==> src/rtl/sp_pkg.sv <==
package sp_pkg;
  typedef struct packed {
    logic txLoad;
    logic txShift;
    logic txFinish;
    logic rxGrabA;
    logic rxGrabB;
    logic rxShift;
    logic rxFinish;
  } spStrobe_t;
endpackage

==> src/rtl/sp_ctrl.sv <==
module sp_ctrl
  import sp_pkg::*;
#(
  parameter int OS_RATE = 16,
  parameter int DATA_W  = 8
) (
  input  logic      clk,
  input  logic      rstN,
  input  logic      osTick,
  input  logic      modeNine,
  input  logic      rxEn,
  input  logic      txWr,
  input  logic      rxS,
  input  logic      vote,
  output spStrobe_t stb
);
  localparam int OSW = $clog2(OS_RATE);
  localparam int BW  = $clog2(DATA_W + 3);
  localparam logic [OSW-1:0] OS_LAST = OSW'(OS_RATE - 1);
  localparam logic [OSW-1:0] MID     = OSW'(OS_RATE / 2);

  logic           txBusy, rxBusy;
  logic [OSW-1:0] txOs, rxOs;
  logic [BW-1:0]  txBit, rxBit, lastBit;

  // index of the stop bit in the frame
  assign lastBit = modeNine ? BW'(DATA_W + 2) : BW'(DATA_W + 1);

  always_comb begin
    stb = '0;
    stb.txLoad = txWr && !txBusy;
    if (txBusy && osTick && txOs == OS_LAST) begin
      if (txBit == lastBit) stb.txFinish = 1'b1;
      else                  stb.txShift  = 1'b1;
    end
    if (rxBusy && rxEn && osTick) begin
      stb.rxGrabA = (rxOs == MID - 1'b1);
      stb.rxGrabB = (rxOs == MID);
      if (rxOs == MID + 1'b1 && rxBit != '0) begin
        if (rxBit == lastBit) stb.rxFinish = 1'b1;
        else                  stb.rxShift  = 1'b1;
      end
    end
  end

  always_ff @(posedge clk or negedge rstN) begin
    if (!rstN) begin
      txBusy <= 1'b0;
      txOs   <= '0;
      txBit  <= '0;
    end else if (stb.txLoad) begin
      txBusy <= 1'b1;
      txOs   <= '0;
      txBit  <= '0;
    end else if (txBusy && osTick) begin
      txOs <= (txOs == OS_LAST) ? '0 : txOs + 1'b1;
      if (txOs == OS_LAST) begin
        if (txBit == lastBit) txBusy <= 1'b0;
        else                  txBit  <= txBit + 1'b1;
      end
    end
  end

  always_ff @(posedge clk or negedge rstN) begin
    if (!rstN) begin
      rxBusy <= 1'b0;
      rxOs   <= '0;
      rxBit  <= '0;
    end else if (!rxBusy) begin
      if (osTick && rxEn && !rxS) begin
        rxBusy <= 1'b1;
        rxOs   <= OSW'(1);
        rxBit  <= '0;
      end
    end else if (!rxEn) begin
      rxBusy <= 1'b0;
    end else if (osTick) begin
      rxOs <= (rxOs == OS_LAST) ? '0 : rxOs + 1'b1;
      if (rxOs == MID + 1'b1) begin
        if ((rxBit == '0 && vote) || rxBit == lastBit) rxBusy <= 1'b0;
        else                                           rxBit  <= rxBit + 1'b1;
      end
    end
  end
endmodule

==> src/rtl/sp_dp.sv <==
module sp_dp
  import sp_pkg::*;
#(
  parameter int DATA_W = 8
) (
  input  logic              clk,
  input  logic              rstN,
  input  spStrobe_t         stb,
  input  logic              baudTick,
  input  logic              dblRate,
  input  logic              modeNine,
  input  logic              mpEn,
  input  logic              txNinth,
  input  logic [DATA_W-1:0] txByte,
  input  logic              clrTxDone,
  input  logic              clrRxDone,
  input  logic              rxIn,
  output logic              osTick,
  output logic              rxS,
  output logic              vote,
  output logic              txLine,
  output logic              txDone,
  output logic              rxDone,
  output logic [DATA_W-1:0] rxData,
  output logic              rxNinth
);
  localparam int TXW = DATA_W + 3;

  logic           phase, sA, sB, accept;
  logic [1:0]     rxSync;
  logic [DATA_W:0] rxSh;
  logic [TXW-1:0] txSh;

  assign osTick = baudTick && (dblRate || phase);
  assign rxS    = rxSync[1];
  assign vote   = (sA & sB) | (sA & rxS) | (sB & rxS);
  assign txLine = txSh[0];
  assign accept = !rxDone && (!mpEn || (modeNine ? rxSh[DATA_W] : vote));

  always_ff @(posedge clk or negedge rstN) begin
    if (!rstN) begin
      phase  <= 1'b0;
      rxSync <= 2'b11;
      sA     <= 1'b1;
      sB     <= 1'b1;
    end else begin
      if (baudTick) phase <= !phase;
      rxSync <= {rxSync[0], rxIn};
      if (stb.rxGrabA) sA <= rxS;
      if (stb.rxGrabB) sB <= rxS;
    end
  end

  always_ff @(posedge clk or negedge rstN) begin
    if (!rstN) begin
      txSh   <= '1;
      txDone <= 1'b0;
    end else begin
      if (stb.txLoad)
        txSh <= modeNine ? {1'b1, txNinth, txByte, 1'b0} : {2'b11, txByte, 1'b0};
      else if (stb.txShift)
        txSh <= {1'b1, txSh[TXW-1:1]};
      else if (stb.txFinish)
        txSh <= '1;
      if (stb.txFinish)  txDone <= 1'b1;
      else if (clrTxDone) txDone <= 1'b0;
    end
  end

  always_ff @(posedge clk or negedge rstN) begin
    if (!rstN) begin
      rxSh    <= '0;
      rxDone  <= 1'b0;
      rxData  <= '0;
      rxNinth <= 1'b0;
    end else begin
      if (stb.rxShift) rxSh <= {vote, rxSh[DATA_W:1]};
      if (stb.rxFinish && accept) begin
        rxDone  <= 1'b1;
        rxData  <= modeNine ? rxSh[DATA_W-1:0] : rxSh[DATA_W:1];
        rxNinth <= modeNine ? rxSh[DATA_W] : vote;
      end else if (clrRxDone) begin
        rxDone <= 1'b0;
      end
    end
  end
endmodule

==> src/rtl/serial_port9.sv <==
module serial_port9
  import sp_pkg::*;
#(
  parameter int OS_RATE = 16,
  parameter int DATA_W  = 8
) (
  input  logic              clk,
  input  logic              rstN,
  input  logic              baudTick,
  input  logic              dblRate,
  input  logic              modeNine,
  input  logic              mpEn,
  input  logic              rxEn,
  input  logic              txNinth,
  input  logic              txWr,
  input  logic [DATA_W-1:0] txByte,
  input  logic              clrTxDone,
  input  logic              clrRxDone,
  input  logic              rxIn,
  output logic              txLine,
  output logic              txDone,
  output logic              rxDone,
  output logic [DATA_W-1:0] rxData,
  output logic              rxNinth
);
  spStrobe_t stb;
  logic      osTick, rxS, vote;

  sp_ctrl #(.OS_RATE(OS_RATE), .DATA_W(DATA_W)) u_ctrl (
    .clk(clk), .rstN(rstN), .osTick(osTick), .modeNine(modeNine),
    .rxEn(rxEn), .txWr(txWr), .rxS(rxS), .vote(vote), .stb(stb)
  );

  sp_dp #(.DATA_W(DATA_W)) u_dp (
    .clk(clk), .rstN(rstN), .stb(stb), .baudTick(baudTick),
    .dblRate(dblRate), .modeNine(modeNine), .mpEn(mpEn),
    .txNinth(txNinth), .txByte(txByte), .clrTxDone(clrTxDone),
    .clrRxDone(clrRxDone), .rxIn(rxIn), .osTick(osTick), .rxS(rxS),
    .vote(vote), .txLine(txLine), .txDone(txDone), .rxDone(rxDone),
    .rxData(rxData), .rxNinth(rxNinth)
  );
endmodule

==> config.mk <==
export PLATFORM = sky130hd
export DESIGN_NAME = serial_port9
export DESIGN_NICKNAME = d
export VERILOG_FILES = /design/src/rtl/sp_pkg.sv /design/src/rtl/sp_ctrl.sv /design/src/rtl/sp_dp.sv /design/src/rtl/serial_port9.sv
export SDC_FILE = /design/constraint.sdc
export NUM_CORES = 1
export LEC_CHECK = 0
export ABC_AREA = 1
export CAP_MARGIN = 15
export CORE_MARGIN = 3
export CORE_UTILIZATION = 55
export DETAILED_ROUTE_END_ITERATION = 16
export GPL_TIMING_DRIVEN = 0
export PLACE_DENSITY = 0.78
export SLEW_MARGIN = 20
export SYNTH_ARGS = -nofsm -noshare
export SYNTH_HDL_FRONTEND = slang
export SYNTH_SLANG_ARGS = --single-unit
==> constraint.sdc <==
create_clock -name clk -period 1.72 [get_ports clk]
set_input_delay 0.344 -clock clk [delete_from_list [all_inputs] [get_ports clk]]
set_output_delay 0.344 -clock clk [all_outputs]
set_load 0.02 [all_outputs]
### After elaboration in Yosys (flattened, before gate mapping)

Cells that the tools add are included.

| word-level totals | value |
|---|---|
| register bits | 54 |
| bits of input ports | 20 |
| logic and storage cells | 116 |

| cells by class | value |
|---|---|
| add/sub/neg operators | 4 |
| equality and inequality tests | 12 |
| muxes and demuxes | 46 |
| bitwise logic cells | 5 |
| reduce and logical (&&, ||, !) cells | 33 |

Operators with widths:

| cell | count |
|---|---|
| $mux W4 | 19 |
| $mux W11 | 3 |
| $mux W1 | 19 |
| $add A4 B1 Y4 const B | 4 |
| $eq A4 B4 Y1 const B | 4 |
| $logic_and A1 B1 Y1 | 12 |
| $reduce_bool A2 Y1 | 6 |
| $mux W10 | 1 |
| $reduce_and A3 Y1 | 3 |
| $eq A4 B4 Y1 | 2 |
| $mux W8 | 1 |
| $ne A2 B2 Y1 const B | 4 |
| $mux W2 | 3 |
| $logic_not A1 Y1 | 5 |
| $reduce_and A5 Y1 | 1 |
| $eq A4 B3 Y1 const B | 1 |
| $logic_not A4 Y1 | 1 |
| $reduce_bool A4 Y1 | 1 |
| $and A1 B1 Y1 | 3 |
| $logic_or A1 B1 Y1 | 3 |
| $reduce_bool A3 Y1 | 1 |
| $ne A2 B1 Y1 const B | 1 |
| $or A1 B1 Y1 | 2 |

### Logic depth before layout (Yosys ltp)

Gate-level depths: netlist of run 1.

| logic depth | value |
|---|---|
| depth after elaboration | 10 |
| depth in mapped cells | 10 |
| depth with buffers taken out | 9 |

### Modules after synthesis

A second synthesis of run 1 with hierarchy kept.

| unflattened totals | value |
|---|---|
| cell total of the unflattened synthesis | 325 |
| area, all modules | 2,756.4 µm² |

Modules (own cells, without submodules):

| module | times used | cells each | area each (µm²) | sequential area each (µm²) |
|---|---|---|---|---|
| sp_dp | 1 | 166 | 1,550.2 | 893.4 |
| sp_ctrl | 1 | 159 | 1,206.2 | 450.4 |

### Least setup slack after synthesis of run 1

Ideal clock, no wire load.

| timing path | value |
|---|---|
| path type | flip-flop to flip-flop |
| start | register u_ctrl.rxOs[1] |
| end | register u_dp.rxSh[6] |
| setup time | 0.117 ns |
| arrival | 1.321 ns |
| slack | 0.282 ns |
| cell stages (with the launch flop) | 11 |
| clock period less this slack | 1.438 ns |
| cell sequence | dfrtp_1 inv_1 ha_1 inv_1 nor2_4 nand3_2 nor2_4 nand2_4 buf_6 nand2_2 o21ai_2 |

| between the ends | value |
|---|---|
| longest elaborated chain between the ends | 4 |

RTL lines:

| element | RTL line | RTL |
|---|---|---|
| from (decl) | sp_ctrl.sv:23 | `logic [OSW-1:0] txOs, rxOs;` |
| from (signal assigned) | sp_ctrl.sv:78 | `rxOs <= (rxOs == OS_LAST) ? '0 : rxOs + 1'b1;` |
| $eq A4 B4 Y1 | sp_ctrl.sv:39 | `if (rxOs == MID + 1'b1 && rxBit != '0) begin` |
| $logic_and A1 B1 Y1 | sp_ctrl.sv:39 |  |
| $mux W2 | sp_ctrl.sv:39 |  |
| $mux W4 | sp_ctrl.sv:36 | `if (rxBusy && rxEn && osTick) begin` |
| to (signal assigned) | sp_dp.sv:77 | `if (stb.rxShift) rxSh <= {vote, rxSh[DATA_W:1]};` |
| to (decl) | sp_dp.sv:31 | `logic [DATA_W:0] rxSh;` |

Every way passes these cells.
A chain may end at the register's enable or synchronous reset.

### Worst setup path in the final report of run 1

| timing path | value |
|---|---|
| start | register u_dp.rxNinth |
| end | output rxNinth |

RTL lines:

| element | RTL line | RTL |
|---|---|---|
| from (decl) | sp_dp.sv:25 | `output logic rxNinth` |
| from (signal assigned) | sp_dp.sv:81 | `rxNinth <= modeNine ? rxSh[DATA_W] : vote;` |
| to (decl) | serial_port9.sv:24 | `output logic rxNinth` |

No word-level cell between the ends.

==> run_results.csv, run 1 <==
group,metric,value,unit
run_status,outcome,"finished, final reports clean",
worst_setup_path,timing.reg2reg.setup_slack,100,ps
die,start_util,57.8,%
hold_path,hold_path_class,"in -> async",
job,cap_viol_max_count,0,
worst_setup_path,path_cells,"clkdlybuf4s50_1",
timing,min_period,1650,ps
clocking,htreeDepth,2,
route,drt_wl_total,5280,um
pwr,ir_drop,0.520,mV
worst_setup_path,critPathMaxStageDelay,620,ps
placed_design,pre_cts_ws,-291,ps
synth,synth_nets,361,
timing,setup_ws,72.0,ps
pwr,p_leak,1.54,nW
worst_setup_path,worstPathRequired,1380,ps
die,placementRows,25,
final_layout,area_growth,18.2,%
synth,synthDistinctLibCells,31,
worst_setup_path,path_max_fanout,2,
synth,syn_area,2790,um2
clocking,hold_buffers,0,
route,drt_pass1_iterations,4,
timing,tightest_slew,656,ps
die,die_h,77.2,um
global_route,grt_pass1_wl,9290,um
synth,synth_top_area_cell,"dfrtp_1",
die,die-area,5960,um2
timing,tns,0,ps
placed_design,place_hpwl,3790,um
placed_design,portBuffers,31,
final_layout,antenna_cells,0,
clocking,clockRootBuffer,"clkbuf_8",
synth,ys_ff_latch,53,
synth,synth_common_cells,"83 x nand2_1, 39 x dfrtp_1, 37 x nand3_1, 36 x inv_1, 33 x nor2_1",
final_layout,fill_cells,431,
worst_setup_path,worstPathBufferInverterCount,1,
worst_setup_path,cp_top_family,"buffers and inverters",
global_route,antenna_found_initial,0,
clocking,clk_pin_slew,90,ps
synth,synthArstFlopShare,100,%
synth,yosysMostFrequentCell,"nand2_1",
pwr,powerDensity,910,nW/um2
timing,fmax,607,MHz
route,vias,2217,
clocking,cts_sinks,53,
global_route,grt.overflow.total,0,
die,coreArea,4820,um2
worst_setup_path,crit_type,"reg -> out",
route,drt_iter0_drc,96,
timing,fin_crit_sh,95.8,%
route,drc,0,
final_layout,layout.nets,399,
route,wl_per_cell,12.0,um
synth,synth_flop_cell,"dfrtp_1",
timing,finalHoldViolations,0,
clocking,numCtsBuffers,5,
synth,ys_warn_count,0,
die,io_pins,32,
final_layout,drive_gt1_share,15.0,%
synth,yosysTopAreaCellShare,35.0,%
timing,finalMaxSlewViolations,0,
timing,finClkSkew,4.92,ps
synth,netlist_top_cells_area,"dfrtp_1 35%, dfstp_2 13%, nand2_1 11%, nand3_1 6.6%, inv_1 4.8%",
worst_setup_path,r2r_start,"u_ctrl.rxOs[1]$_DFFE_PN0P_",
pwr,power,3.00,mW
clocking,insertion_delay,300,ps
worst_setup_path,worst-r2r-cell-count,10,
worst_setup_path,r2r_end,"u_dp.rxSh[6]$_DFFE_PN0P_",
global_route,grt_max_degree,54,
worst_setup_path,arrival,1300,ps
timing,rsz0062_at_grt,"true",
timing,slew_headroom,56.3,%
global_route,grt_pass1_vias,2158,
synth,syn_inst,334,
placed_design,gp_congestion,0.791,
die,die_w,77.2,um
clocking,clock_path_buffers,2,
synth,yosysSeqAreaShare,48.2,%
route,vias_per_cell,5.04,
timing,setup_violations,0,
worst_setup_path,crit_slowest_cell,"clkdlybuf4s50_1",
synth,synth_edf_count,0,
timing,fin_hold_ws,59.1,ps
global_route,track_usage,19.0,%
worst_setup_path,startpoint_type,"register",
synth,synth.avg_cell_area,8.34,um2
worst_setup_path,critPathCaptureType,"output pin",
route,ant_nets,0,
clocking,cts_tree,"yes",
-- worst max path at each step --
stage	from	endpoint	slack, ps	cells past startpoint
finish	u_dp.rxNinth$_DFFE_PN0P_	rxNinth	70	1
global route	u_ctrl.rxOs[1]$_DFFE_PN0P_	u_dp.rxSh[8]$_DFFE_PN0P_	-9	10
CTS	modeNine	u_dp.rxDone$_DFFE_PN0P_	20	7
detailed placement	modeNine	u_dp.rxDone$_DFFE_PN0P_	-290	7
global placement	rstN	u_dp.rxSh[3]$_DFFE_PN0P_	-1270	1
floorplan	u_ctrl.rxOs[1]$_DFFE_PN0P_	u_dp.rxSh[6]$_DFFE_PN0P_	280	10
-- per-stage QoR --
step / util (%) / std cells / cell area, um2
floorplan: - / 334 / 2790
detailed placement: 66.0 / 432 / 3180
global placement: 66.0 / 432 / 3180
finish: 68.4 / 440 / 3290
CTS: 67.9 / 440 / 3270
global route: 68.4 / 440 / 3290
-- repair_timing --
| action | CTS | global route |
|---|---|---|
| endpoints found under the setup margin | 1 | 10 |
| resized for setup | 1 | 3 |
| buffers inserted | 0 | 0 |
-- metal layers --
metal / track usage [%] / vias to the layer above / share of wire [%]
met3: 3.40 / 4 / 2.8
li1: - / 1152 / -
met1: 24.7 / 1029 / 48
met4: 7.30 / 0 / 1.0
met5: 0 / - / 0
met2: 31.6 / 32 / 48
-- cell families (layout without fill, tap and decap cells) --
family	count (synthesis)	after routing	synth area share [%]
simple gates	176	176	29.3
xor+xnor	8	8	2.51
flops	53	53	48.2
fa+ha+maj	7	7	3.14
compound gates	45	45	10.0
mux	1	1	0.359
buf+inv	44	83	6.42
-- registers in the layout, summed over array words and instances (netlist names), 2 cells and up --
signal,count
u_ctrl.rxBit,4
u_ctrl.rxOs,4
u_ctrl.txBit,4
u_ctrl.txOs,4
u_dp.rxData,8
u_dp.rxSh,9
u_dp.rxSync,2
u_dp.txSh,10
-- report_power, final --
group / switching, mW / total (mW) / internal (mW)
sequential: 0.145 / 1.65 / 1.51
combinational: 0.368 / 0.621 / 0.253
clock: 0.397 / 0.723 / 0.327
total: 0.910 / 3.00 / 2.09
-- cell type report --
| class | count | area, um2 | share of cell area, % |
|---|---|---|---|
| buffer | 5 | 32.5 | 0.988 |
| clock buffer | 6 | 82.6 | 2.51 |
| clock inverter | 2 | 13.8 | 0.418 |
| inverter | 39 | 146 | 4.45 |
| multi-input combinational | 237 | 1280 | 39.0 |
| sequential | 53 | 1340 | 40.8 |
| tap | 67 | 83.8 | 2.55 |
| timing repair buffer | 31 | 307 | 9.31 |
-- placed cells by master (no fill, tap or decap) --
master           synthesis  routed
nand2_1                 83      83
dfrtp_1                 39      39
nand3_1                 37      37
inv_1                   36      36
nor2_1                  33      33
clkdlybuf4s50_1          0      29
o21ai_0                 22      22
dfstp_2                 14      14
o21ai_2                 10      10
ha_1                     7       7
nand4_1                  6       6
clkbuf_8                 0       6
nand2_2                  5       5
xor2_1                   5       5
o21ai_1                  4       4
o21bai_1                 4       4
inv_2                    3       3
nor2_4                   2       3
nand2_4                  3       3
xnor2_1                  3       3
buf_2                    2       2
buf_4                    1       2
nand3_2                  4       2
a21oi_1                  2       2
nand3_4                  0       2
nor2_8                   1       1
mux2i_1                  1       1
nor3_1                   1       1
clkbuf_1                 1       1
buf_6                    1       1
a22oi_1                  1       1
o22ai_1                  1       1
o31ai_1                  1       1
clkinv_4                 0       1
clkinv_2                 0       1
dlygate4sd2_1            0       1
No activity file was read; power rests on OpenSTA's default activity.
==> run 2: changes to the inputs <==
Settings changed: SETUP_SLACK_MARGIN set to 0.1.
==> run 2 against run 1 <==
Cell count rose by 1.6%. Worst hold slack improved by 3.6 ps. Clock skew barely moved. Clock-buffer cell count did not move. Flip-flop and latch count did not move. Die area did not move. Critical endpoint is now u_dp.rxSh[1]$_DFFE_PN0P_.
==> run_results.csv, run 2 (synthesis gave the netlist of run 1 again) <==
group,metric,value,unit
run_status,outcome,"finished, final reports clean",
timing,rsz0062_at_grt,"true",
worst_setup_path,path_max_fanout,6,
job,cap_viol_max_count,0,
placed_design,pre_cts_ws,-291,ps
clocking,cts_sinks,53,
timing,fmax,630,MHz
route,ant_nets,0,
worst_setup_path,critPathMaxStageDelay,520,ps
timing,setup_ws,132,ps
global_route,antenna_found_initial,0,
hold_path,hold_path_class,"in -> async",
timing,finClkSkew,5.24,ps
pwr,power,3.06,mW
final_layout,reg_top3,"u_dp.txSh (10), u_dp.rxSh (9), u_dp.rxData (8)",
clocking,clockRootBuffer,"clkbuf_8",
die,die_h,77.2,um
route,drt_pass1_iterations,4,
worst_setup_path,crit_type,"in -> reg",
clocking,clock_path_buffers,2,
global_route,track_usage,19.0,%
timing,setup_violations,0,
final_layout,regMostFlops,"u_dp.txSh",
die,coreArea,4820,um2
worst_setup_path,path_cells,"clkdlybuf4s50_1, nand2_1, nand2_4, nand3_2, nor2_4, nand2_4, buf_12, nand2_1, o21ai_2",
final_layout,area_growth,23.2,%
final_layout,layout_commonest_cell,"nand2_1",
clocking,clk_pin_slew,90,ps
final_layout,layout.nets,406,
pwr,powerDensity,892,nW/um2
final_layout,final_util,71.3,%
clocking,cts_tree,"yes",
route,vias,2313,
timing,min_period,1590,ps
clocking,numCtsBuffers,5,
global_route,grt_max_degree,54,
global_route,grt_pass1_wl,9250,um
timing,finalHoldViolations,0,
worst_setup_path,startpoint_type,"input pin",
final_layout,layout_common_cells,"80 x nand2_1, 39 x dfrtp_1, 35 x inv_1, 35 x nand3_1, 32 x nor2_1",
route,drt_wl_total,5620,um
final_layout,fill_cells,408,
die,io_pins,32,
route,drt_iter0_drc,83,
route,wl_per_cell,12.6,um
clocking,htreeDepth,2,
placed_design,place_hpwl,3790,um
die,die_w,77.2,um
final_layout,drive_gt1_share,18.7,%
pwr,ir_drop,0.530,mV
timing,tightest_slew,651,ps
placed_design,placed_cells,432,
global_route,grt.overflow.total,0,
die,start_util,57.8,%
timing,slew_headroom,56.6,%
worst_setup_path,arrival,1790,ps
worst_setup_path,worstPathRequired,1920,ps
timing,fin_crit_sh,92.3,%
route,drc,0,
final_layout,largest_reg_flops,10,
global_route,grt_pass1_vias,2149,
final_layout,antenna_cells,0,
final_layout,stdcell_count,447,
die,die-area,5960,um2
clocking,insertion_delay,300,ps
route,vias_per_cell,5.17,
placed_design,portBuffers,31,
timing,fin_hold_ws,62.7,ps
worst_setup_path,crit_slowest_cell,"clkdlybuf4s50_1",
worst_setup_path,critPathCaptureType,"register",
timing,finalMaxSlewViolations,0,
die,placementRows,25,
pwr,p_leak,1.69,nW
placed_design,gp_congestion,0.791,
[run 2: cell types whose count changed in the layout (fill, tap and decap cells not counted), sizes merged]
cell	change
clkbuf	+1
dlymetal6s2s	+3
clkdlybuf4s50	-11
dlygate4sd2	+8
nand3	+1
buf	+5
[run 2: final cells by class]
| class | instances | area (um2) | share of cell area [%] |
|---|---|---|---|
| Sequential cell | 53 | 1340 | 39.1 |
| Tap cell | 67 | 83.8 | 2.44 |
| Clock inverter | 2 | 13.8 | 0.401 |
| Buffer | 5 | 41.3 | 1.20 |
| Clock buffer | 6 | 82.6 | 2.41 |
| Multi-Input combinational cell | 238 | 1340 | 39.0 |
| Timing Repair Buffer | 37 | 383 | 11.2 |
| Inverter | 39 | 146 | 4.26 |
[run 2: per-layer routing]
layer | vias up | share of wire, % | track usage, %
met2 | 56 | 49 | 32.0
met3 | 8 | 4.7 | 3.40
met4 | 0 | 1.2 | 7.30
met1 | 1081 | 46 | 24.2
li1 | 1168 | - | -
met5 | - | 0 | 0
[run 2: path summary, 6_finish.rpt]
path / startpoint / to / slack, ps / cells past startpoint
setup reg to reg: u_ctrl.rxOs[1]$_DFFE_PN0P_ / u_dp.rxSh[1]$_DFFE_PN0P_ / 140 / 10
hold / removal: rstN / u_ctrl.txOs[3]$_DFFE_PN0P_ / 60 / 1
min in group clk: u_dp.rxSync[0]$_DFF_PN1_ / u_dp.rxSync[1]$_DFF_PN1_ / 360 / 0
hold reg to reg: u_dp.rxSync[0]$_DFF_PN1_ / u_dp.rxSync[1]$_DFF_PN1_ / 360 / 0
setup / recovery: baudTick / u_dp.rxSh[1]$_DFFE_PN0P_ / 130 / 9
max in group asynchronous: rstN / u_ctrl.rxBit[1]$_DFFE_PN0P_ / 1220 / 1
[run 2: power by group]
| group | switching (mW) | leakage (nW) | total (mW) | internal (mW) |
|---|---|---|---|---|
| registers | 0.155 | 0.673 | 1.66 | 1.51 |
| clock network | 0.402 | 0.0512 | 0.729 | 0.327 |
| logic | 0.391 | 0.968 | 0.672 | 0.280 |
[run 2: metrics by stage]
step           setup TNS [ps]  instance area [um2]
2_1_floorplan               0                 2790
3_3_place_gp           -64500                 3180
3_5_place_dp            -6390                 3180
4_1_cts                     0                 3280
5_1_grt                     0                 3430
6_report                    0                 3430
[run 2: timing repair]
item,in CTS,in global routing
gates resized for setup,12,17
endpoints found under the setup margin,19,33
setup buffers,0,5
cloned,0,2
pin swaps,0,5
hold buffers,0,0
[run 2: worst max-delay path, delay by kind of cell]
family / cells / cell delay [ps]
buffers and inverters: 2 / 670
AOI/OAI and AO/OA: 1 / 50
and+or+nand+nor: 6 / 710
==> run 3: changes to the inputs <==
Settings changed: CORE_ASPECT_RATIO set to 1.1, PLACE_DENSITY 0.78 to 0.79, SYNTH_HIERARCHICAL set to 1.
==> run 3 against run 2 <==
Via count down 2.2%. Non-clock buffer count up 15. Worst setup slack worse by 35 ps. Maximum frequency down 2.2%. Critical path type is now reg -> reg. Register-to-register slack worse by 40 ps. Flip-flop and latch count unchanged. Clock-buffer cell count unchanged. Highest routed layer unchanged.
==> run_results.csv, run 3 <==
group,metric,value,unit
run_status,outcome,"finished, final reports clean",
job,cap_viol_max_count,0,
timing,min_period,1620,ps
route,drt_pass1_iterations,4,
synth,yosysMostFrequentCell,"nand2_1",
clocking,hold_buffers,0,
final_layout,reg_top3,"u_dp/txSh (10), u_dp/rxSh (9), u_dp/rxData (8)",
final_layout,area_growth,25.1,%
placed_design,place_hpwl,3630,um
die,io_pins,32,
timing,finalMaxSlewViolations,0,
timing,setup_ws,96.4,ps
global_route,grt.overflow.total,0,
synth,ys_ff_latch,53,
route,vias,2261,
worst_setup_path,critPathMaxStageDelay,400,ps
final_layout,layout_common_cells,"77 x nand2_1, 39 x inv_1, 38 x dfrtp_1",
final_layout,antenna_cells,0,
route,wl_per_cell,12.6,um
synth,synthDistinctLibCells,32,
worst_setup_path,arrival,1840,ps
pwr,powerDensity,1020,nW/um2
hold_path,hold_path_class,"in -> async",
clocking,insertion_delay,310,ps
synth,synth_common_cells,"81 x nand2_1, 43 x inv_1, 39 x dfrtp_1, 25 x o21ai_0",
final_layout,layout.nets,407,
synth,syn_inst,325,
pwr,pwr-share-seq,48.0,%
die,die_w,73.5,um
pwr,p_int,2.36,mW
synth,synth_flop_cell,"dfrtp_1",
clocking,htreeDepth,2,
final_layout,drive_gt1_share,26.2,%
route,ant_nets,0,
die,placementRows,26,
pwr,switching_share,33.0,%
synth,synth_top_area_cell,"dfrtp_1",
timing,fin_crit_sh,94.4,%
clocking,numCtsBuffers,5,
worst_setup_path,crit_slowest_cell,"dfrtp_1",
worst_setup_path,path_cells,"inv_2, ha_4, inv_2, nor2_4, nand3_2, nor2_2, nand2_2, or2_4, buf_6, nand3_2, nand2_1",
timing,finClkSkew,9.17,ps
worst_setup_path,critPathCaptureType,"register",
synth,ys_warn_count,6,
global_route,track_usage,20.7,%
synth,synth_edf_count,0,
clocking,clockRootBuffer,"clkbuf_8",
route,drc,0,
pwr,clkPwrFrac,23.7,%
placed_design,pre_cts_ws,-541,ps
clocking,clock_path_buffers,2,
clocking,cts_sinks,53,
synth,synth_nets,352,
pwr,p_leak,1.78,nW
die,coreArea,4750,um2
synth,synthArstFlopShare,100,%
die,start_util,58.0,%
worst_setup_path,startpoint_type,"register",
synth,netlist_top_cells_area,"dfrtp_1 35%, dfstp_2 13%, nand2_1 11%, inv_1 5.9%, o21ai_0 4.5%",
pwr,power_frac_comb,28.3,%
synth,yosysTopAreaCellShare,35.4,%
synth,synth.avg_cell_area,8.48,um2
worst_setup_path,crit_type,"reg -> reg",
global_route,grt_max_degree,54,
global_route,grt_pass1_wl,9640,um
timing,fmax,616,MHz
timing,fin_hold_ws,53.0,ps
final_layout,largest_reg_flops,10,
synth,syn_area,2760,um2
timing,tightest_slew,653,ps
route,drt_iter0_drc,95,
die,die-area,5900,um2
global_route,antenna_found_initial,0,
timing,rsz0062_at_grt,"true",
clocking,clk_pin_slew,100,ps
timing,finalHoldViolations,0,
route,drt_wl_total,5500,um
timing,slew_headroom,56.5,%
synth,yosysSeqAreaShare,48.8,%
timing,setup_violations,0,
final_layout,regMostFlops,"u_dp/txSh",
clocking,cts_tree,"yes",
pwr,power,3.52,mW
pwr,ir_drop,0.517,mV
pwr,switchingPower,1.16,mW
route,vias_per_cell,5.17,
final_layout,layout_commonest_cell,"nand2_1",
placed_design,portBuffers,31,
global_route,grt_pass1_vias,2275,
placed_design,gp_congestion,0.789,
final_layout,fill_cells,359,
worst_setup_path,worstPathRequired,1930,ps
worst_setup_path,path_max_fanout,5,
die,die_h,80.3,um
run 3: cell count changes in the layout (fill, tap and decap cells not counted), sizes merged, moves of 7 or more:
cell and change:
a21oi +15, dlygate4sd2 +7, o21ai -10, nor2 -18, o22ai +7, buf +17, nand3 -16, inv +8
run 3: power by group through the flow:
| stage | logic, mW | registers (mW) | clock network, mW |
|---|---|---|---|
| global placement | 0.755 | 1.69 | 0 |
| finish | 0.995 | 1.69 | 0.834 |
| floorplan | 0.573 | 1.67 | 0 |
| detailed placement | 0.790 | 1.70 | 0 |
| global route | 1.13 | 1.72 | 0.905 |
| CTS | 0.928 | 1.67 | 0.865 |
run 3: final timing paths:
kind | slack, ps | to | depth (start not counted) | start
min | 50 | u_dp/rxDone$_DFFE_PN0P_ | 1 | rstN
min reg2reg | 360 | u_dp/rxSync[1]$_DFF_PN1_ | 0 | u_dp/rxSync[0]$_DFF_PN1_
min in group clk | 360 | u_dp/rxSync[1]$_DFF_PN1_ | 0 | u_dp/rxSync[0]$_DFF_PN1_
max | 100 | u_dp/rxData[1]$_DFFE_PN0P_ | 11 | u_ctrl/rxOs[1]$_DFFE_PN0P_
max reg2reg | 100 | u_dp/rxData[1]$_DFFE_PN0P_ | 11 | u_ctrl/rxOs[1]$_DFFE_PN0P_
max in group asynchronous | 1220 | u_ctrl/rxOs[2]$_DFFE_PN0P_ | 1 | rstN
run 3: logic make-up after synthesis:
family / after synthesis / share of synthesized area (%)
XOR/XNOR: 5 / 1.59
buffers and inverters: 56 / 8.94
adder cells (fa/ha/maj): 7 / 3.18
flip-flops: 53 / 48.8
AND/OR/NAND/NOR: 147 / 25.8
AO/OA/AOI/OAI: 57 / 11.7
run 3: repair_timing:
item / in CTS / in global routing
setup buffers: 12 / 4
pin swaps: 18 / 10
setup endpoints to repair: 42 / 29
gates cloned: 1 / 0
resized for setup: 32 / 17
run 3: through the flow:
step                      TNS (ps)  cell area [um2]  utilization, %  std cells
after floorplan                  0             2760               -        325
after global placement      -71680             3140            66.0        412
after detailed placement    -15250             3130            66.0        412
after CTS                        0             3360            70.8        433
after global routing        -0.232             3450            72.6        437
final                            0             3450            72.6        437
run 3: area by class of cell:
class	count	area, um2	share of cell area, %
Clock inverter	2	35.0	1.02
Tap cell	56	70.1	2.03
Sequential cell	53	1350	39.0
Timing Repair Buffer	48	419	12.2
Inverter	47	179	5.19
Multi-Input combinational cell	216	1240	36.1
Clock buffer	6	72.6	2.11
Buffer	9	82.6	2.40
run 3: critical path: cells and delay by family, from the launching register on:
| kind | cells | cell delay, ps |
|---|---|---|
| adder cells (fa/ha/maj) | 1 | 120 |
| buffers and inverters | 3 | 260 |
| flip-flops | 1 | 400 |
| AND/OR/NAND/NOR | 7 | 740 |
run 3: per-layer routing:
layer | GRT usage, % | vias to the layer above | share of wire [%]
li1 | - | 1153 | -
met4 | 7.97 | 0 | 1.5
met1 | 24.5 | 1058 | 45
met5 | 0 | - | 0
met2 | 35.6 | 42 | 49
met3 | 4.88 | 8 | 4.3
